==> src/rtl/trc_pkg.sv <==
package trc_pkg;
  // Channel-discovery pattern, sent MSB first.
  localparam logic [7:0] TRAIN_PATTERN = 8'b1010_0110;

  // Trace word width: non-static, non-aligned address bits plus a valid flag.
  function automatic int word_bits(int pc_w, int static_bits);
    return pc_w - 2 - static_bits + 1;
  endfunction

  // Two word bits per pin.
  function automatic int pin_count(int pc_w, int static_bits);
    return (word_bits(pc_w, static_bits) + 1) / 2;
  endfunction
endpackage

==> src/rtl/trc_reduce.sv <==
module trc_reduce #(
  parameter int PC_W        = 32,
  parameter int STATIC_BITS = 12,
  localparam int AW         = PC_W - 2 - STATIC_BITS,
  localparam int TB         = AW + 1
) (
  input  logic          clk,
  input  logic          rst,
  input  logic [PC_W-1:0] pc_in,
  input  logic          valid_in,
  output logic [TB-1:0] word_q
);
  logic [AW-1:0] addr_q;
  logic          vld_q;

  // Low bits are always zero (word alignment); the top bits are fixed per design.
  logic unused_low;
  assign unused_low = ^pc_in[1:0];
  generate
    if (STATIC_BITS > 0) begin : g_top
      logic unused_top;
      assign unused_top = ^pc_in[PC_W-1:AW+2];
    end
  endgenerate

  always_ff @(posedge clk) begin
    if (rst) begin
      addr_q <= '0;
      vld_q  <= 1'b0;
    end else begin
      vld_q <= valid_in;
      if (valid_in) addr_q <= pc_in[AW+1:2];
    end
  end

  assign word_q = {addr_q, vld_q};

  // an idle cycle leaves the captured address untouched
  a_r6_hold_addr: assert property (@(posedge clk) disable iff (rst)
    !valid_in |=> $stable(addr_q));
endmodule

==> src/rtl/trc_pipe.sv <==
module trc_pipe #(
  parameter int W      = 19,
  parameter int STAGES = 2
) (
  input  logic         clk,
  input  logic         rst,
  input  logic [W-1:0] d,
  output logic [W-1:0] q
);
  generate
    if (STAGES == 0) begin : g_pass
      assign q = d;
    end else begin : g_regs
      logic [W-1:0] stg [STAGES];
      for (genvar s = 0; s < STAGES; s++) begin : g_stage
        always_ff @(posedge clk) begin
          if (rst) stg[s] <= '0;
          else if (s == 0) stg[s] <= d;
          else stg[s] <= stg[(s == 0) ? 0 : s-1];
        end
      end
      assign q = stg[STAGES-1];
    end
  endgenerate
endmodule

==> src/rtl/trc_train.sv <==
module trc_train #(
  parameter int PINS       = 10,
  parameter int CYC        = 16,
  localparam int PW        = (PINS > 1) ? $clog2(PINS) : 1,
  localparam int CW        = ($clog2(CYC) > 3) ? $clog2(CYC) : 3
) (
  input  logic          clk,
  input  logic          rst,
  input  logic          setup_req,
  output logic          busy,
  output logic [PW-1:0] pin_idx,
  output logic          pat_bit,
  output logic          done
);
  import trc_pkg::*;

  logic [CW-1:0] cnt;
  logic          last_cyc;
  logic          last_pin;

  assign last_cyc = (cnt == CW'(CYC - 1));
  assign last_pin = (pin_idx == PW'(PINS - 1));
  assign pat_bit  = TRAIN_PATTERN[3'd7 - cnt[2:0]];

  always_ff @(posedge clk) begin
    if (rst) begin
      busy    <= 1'b0;
      pin_idx <= '0;
      cnt     <= '0;
      done    <= 1'b0;
    end else begin
      done <= 1'b0;
      if (!busy) begin
        if (setup_req) begin
          busy    <= 1'b1;
          pin_idx <= '0;
          cnt     <= '0;
        end
      end else if (last_cyc) begin
        cnt <= '0;
        if (last_pin) begin
          busy <= 1'b0;
          done <= 1'b1;
        end else begin
          pin_idx <= pin_idx + 1'b1;
        end
      end else begin
        cnt <= cnt + 1'b1;
      end
    end
  end

  // done is a single-cycle pulse
  a_r10_done_pulse: assert property (@(posedge clk) disable iff (rst)
    done |=> !done);
  // done only follows a walk that has just ended
  a_r10_done_after_walk: assert property (@(posedge clk) disable iff (rst)
    done |-> ($past(busy) && !busy));
  // a request mid-walk does not restart or stop it
  a_r9_walk_continues: assert property (@(posedge clk) disable iff (rst)
    (busy && setup_req && !(last_cyc && last_pin)) |=> busy);
  // pins are visited in ascending order
  a_r8_ascending: assert property (@(posedge clk) disable iff (rst)
    (busy && $past(busy)) |-> (pin_idx >= $past(pin_idx)));
endmodule

==> src/rtl/trc_compress.sv <==
module trc_compress #(
  parameter int PC_W         = 32,
  parameter int STATIC_BITS  = 12,
  parameter int PIPE_DEPTH   = 4,
  parameter int TRAIN_CYCLES = 16,
  localparam int TB          = trc_pkg::word_bits(PC_W, STATIC_BITS),
  localparam int PINS        = trc_pkg::pin_count(PC_W, STATIC_BITS),
  localparam int PW          = (PINS > 1) ? $clog2(PINS) : 1
) (
  input  logic            clk,
  input  logic            rst,
  input  logic [PC_W-1:0] pc_ex,
  input  logic            pc_valid,
  input  logic            setup_req,
  output logic [PINS-1:0] trace_pin,
  output logic            train_done
);
  logic [TB-1:0]   word0;
  logic [TB-1:0]   word_late;
  logic [PINS-1:0] rise_d, fall_d, rise_n, fall_n;
  logic [PINS-1:0] rise_q, fall_q;
  logic            train_q;
  logic            busy;
  logic [PW-1:0]   pin_idx;
  logic            pat_bit;

  trc_reduce #(.PC_W(PC_W), .STATIC_BITS(STATIC_BITS)) u_reduce (
    .clk(clk), .rst(rst), .pc_in(pc_ex), .valid_in(pc_valid), .word_q(word0)
  );

  // First stage is in trc_reduce, last stage is the pin register below.
  trc_pipe #(.W(TB), .STAGES(PIPE_DEPTH - 2)) u_pipe (
    .clk(clk), .rst(rst), .d(word0), .q(word_late)
  );

  trc_train #(.PINS(PINS), .CYC(TRAIN_CYCLES)) u_train (
    .clk(clk), .rst(rst), .setup_req(setup_req),
    .busy(busy), .pin_idx(pin_idx), .pat_bit(pat_bit), .done(train_done)
  );

  // Even word bits go to the high phase, odd bits to the low phase.
  generate
    for (genvar k = 0; k < PINS; k++) begin : g_map
      assign rise_d[k] = word_late[2*k];
      if (2*k + 1 < TB) begin : g_pair
        assign fall_d[k] = word_late[2*k+1];
      end else begin : g_pad
        assign fall_d[k] = 1'b0;
      end
      assign rise_n[k] = busy ? ((pin_idx == PW'(k)) & pat_bit) : rise_d[k];
      assign fall_n[k] = busy ? ((pin_idx == PW'(k)) & pat_bit) : fall_d[k];
    end
  endgenerate

  always_ff @(posedge clk) begin
    if (rst) begin
      rise_q  <= '0;
      fall_q  <= '0;
      train_q <= 1'b0;
    end else begin
      rise_q  <= rise_n;
      fall_q  <= fall_n;
      train_q <= busy;
    end
  end

  // Clock level picks the half of each pair that is on the pin.
  assign trace_pin = clk ? rise_q : fall_q;

  // at most one pin carries the pattern during training
  a_r8_single_pin: assert property (@(posedge clk) disable iff (rst)
    train_q |-> ($countones(rise_q) <= 1 && rise_q == fall_q));
  // no done pulse while no walk has run
  a_r1_quiet_done: assert property (@(posedge clk) disable iff (rst)
    (!busy && !$past(busy)) |-> !train_done);

  generate
    if (TB % 2 == 1) begin : g_odd_chk
      // spare low-phase slot of the last pin stays low in trace mode
      a_r7_pad_zero: assert property (@(posedge clk) disable iff (rst)
        !train_q |-> !fall_q[PINS-1]);
    end
  endgenerate
endmodule

==> config.mk <==
export PLATFORM = sky130hd
export DESIGN_NAME = trc_compress
export DESIGN_NICKNAME = d
export VERILOG_FILES = /design/src/rtl/trc_pkg.sv /design/src/rtl/trc_reduce.sv /design/src/rtl/trc_pipe.sv /design/src/rtl/trc_train.sv /design/src/rtl/trc_compress.sv
export SDC_FILE = /design/constraint.sdc
export NUM_CORES = 1
export LEC_CHECK = 0
export BUFFER_PORTS_ARGS = -buffer_cell sky130_fd_sc_hd__buf_2
export CAP_MARGIN = 40
export CORE_AREA = 2 2 106 108
export DETAILED_ROUTE_END_ITERATION = 10
export DIE_AREA = 0 0 108 110
export SKIP_CTS_REPAIR_TIMING = 1
export SLEW_MARGIN = 20
export SYNTH_ARGS = -nofsm -noshare
export SYNTH_HDL_FRONTEND = slang
export SYNTH_SLANG_ARGS = --single-unit
==> constraint.sdc <==
create_clock -name clk -period 1.6 [get_ports clk]
set_clock_uncertainty 0.15 [all_clocks]
set_input_delay 0.32 -clock clk [delete_from_list [all_inputs] [get_ports clk]]
set_output_delay 0.32 -clock clk [all_outputs]
set_load 0.005 [all_outputs]
==> impl_metrics.toml <==
[status]
violations = "hold timing, setup timing"
status = "finished, violations left"

[die]
dieWidth_um = 108
die_area_sq_um = 11900
rows = 38
die_height_um = 110
floorplan.initialDensity = 0.295
pin_count = 47
core_sq_um = 10700

[drt]
wl_mm = 5.45
dr_total_vias = 2100
ant_nets = 0
dr.pass1.iters = 4
drt_iter0_markers = 128
wl_per_cell_um = 10.9
drc = 0
vias_per_cell = 4.22

[worst_setup_path]
arrival_ns = 1.46
endpoint_kind = "output port"
path_class = "clk2out"
cp-start-kind = "clock port"
crit_path_max_incr_delay_ns = 0.31
worst_path_most_repeated_cell = "buf_8"
cp.required_ns = 1.13
critPathSlowestCell = "mux2_4"
crit_path_cell_trace = "buf_8 > buf_8 > mux2_4 > buf_6"
path_max_fanout = 6

[synth]
synth-seq-cells = 87
synth.net_count = 342
netlist_area_sq_um = 3150
synthCells = 301
syn_area_per_cell_sq_um = 10.5
synth_cell_types = 30
synth_edf_count = 0
seq_area_frac_synth = 0.553
synthArstFlopShare = 0
ys_warn_count = 0
synth_ff_type = "dfxtp_1"

[cells_and_area]
drive_gt1_frac = 0.218
n_fill_cell = 1044
diodes = 0
nets = 393
layout_commonest_cell = "dfxtp_1"
multi_input_area_sq_um = 1320
syn_to_final_growth_pct = 29.3
regArea_sq_um = 1740
postLayoutCoreUtil = 0.381
finalInstanceArea_sq_um = 4070
finalNonFillerCells = 498
layout_common_cells = "dfxtp_1, nor2b_1, a21oi_1"

[power_and_ir_drop]
ir_drop_mv = 0.530
power.total_w = 0.00502
p_per_area_nw_per_um2 = 1230
p_leak_nw = 1.64

[min_path]
hold_path_class = "in2reg"

[placed_design]
io_buffer_count = 32
placed_cells = 459
dpl.hpwl_mm = 3.49
place.gp.congestion = 0.742
placed_cell_area_sq_um = 3510

[grt]
grtUsageTotal = 0.0966
grt_pass1_vias = 1989
grt_overflow = 0
grt_pass1_wl_mm = 8.90
grt_max_degree = 32
antenna_found_initial = 0

[timing]
relSlewSlack = 0.704
setup_slack_ns = -0.328
fin_hold_ws_ns = -0.0315
hold_viol = 2
setup_viol = 10
drv_slew = 0
rsz0062_at_grt = "yes"
tightestPinTransition_ns = 0.445

[clocking]
cts.clk_slew.worst_paths_ns = 0.08
cts_tree = "yes"
worst_skew_pair.late_latency_ns = 0.45

[job]
max_cap_violations = 0
final timing paths:
path / slack, ns / cells past startpoint / to / start
worst min-delay path: -0.03 / 3 / u_reduce.addr_q[6]$_SDFFE_PP0P_ / pc_ex[8]
worst max register to register: 0.09 / 4 / fall_q[1]$_SDFF_PP0_ / u_train.cnt[1]$_SDFFE_PP0P_
worst max-delay path: -0.33 / 4 / trace_pin[5] / clk
worst min register to register: 0.29 / 1 / u_pipe.g_regs.stg[1][10]$_SDFF_PP0_ / u_pipe.g_regs.stg[0][10]$_SDFF_PP0_
kinds of logic after synthesis:
group / after synthesis / synth area share
buf+inv: 27 / 0.0421
mux: 29 / 0.0961
simple gates: 117 / 0.223
flops: 87 / 0.553
xor+xnor: 1 / 0.00278
fa+ha+maj: 5 / 0.0199
compound gates: 35 / 0.0635
Yosys cell counts, types with 2 or more instances:
| library cell | number | share of area |
|---|---|---|
| a211oi_1 | 2 | 0.0048 |
| a21oi_1 | 25 | 0.040 |
| a31oi_1 | 2 | 0.0040 |
| and3b_1 | 6 | 0.017 |
| buf_2 | 13 | 0.021 |
| buf_4 | 2 | 0.0048 |
| clkbuf_1 | 6 | 0.0071 |
| dfxtp_1 | 87 | 0.55 |
| ha_1 | 5 | 0.020 |
| inv_1 | 5 | 0.0060 |
| mux2_1 | 10 | 0.036 |
| mux2i_1 | 19 | 0.060 |
| nand2b_1 | 23 | 0.046 |
| nand3_1 | 5 | 0.0079 |
| nand4_1 | 11 | 0.022 |
| nor2_1 | 21 | 0.025 |
| nor2b_1 | 39 | 0.077 |
| nor3_1 | 2 | 0.0032 |
| nor3b_1 | 5 | 0.012 |
| o211ai_1 | 3 | 0.0071 |
report_power, final:
part / internal, W / switching [W]
Clock: 0.00152 / 0.000993
Combinational: 0.000135 / 0.000116
Sequential: 0.00223 / 0.0000236
Total: 0.00389 / 0.00113
state kept, by name, indices dropped and copies added, names as in the netlist:
name,cells
fall_q,10
rise_q,10
u_pipe.g_regs.stg,38
u_reduce.addr_q,18
u_reduce.vld_q,1
u_train.busy,1
u_train.cnt,4
u_train.done,1
u_train.pin_idx,4
layout make-up:
type | count | share of cell area
clock buffer | 25 | 0.0777
sequential | 87 | 0.428
timing repair buffer | 47 | 0.0922
inverter | 5 | 0.00461
multi-input combinational | 187 | 0.324
tap | 140 | 0.0430
clock inverter | 7 | 0.0304
stage by stage:
step	setup WS, ns	setup TNS (ns)
after floorplan	-0.0887	-0.887
after global placement	-0.0577	-0.577
after detailed placement	-0.0577	-0.638
after CTS	-0.393	-3.90
after global routing	-0.352	-3.36
final	-0.328	-3.13
worst max-delay path, delay by kind of cell:
kind / cells / cell delay (ns)
multiplexers: 1 / 0.31
buffers and inverters: 3 / 0.35
layer usage:
metal	global-route usage	vias up	wire, um
met5	0	-	0
met4	0.0769	0	108
met1	0.113	926	2480
met3	0.0412	8	397
met2	0.139	53	2460
li1	-	1113	-
No activity file was read; power rests on OpenSTA's default activity.
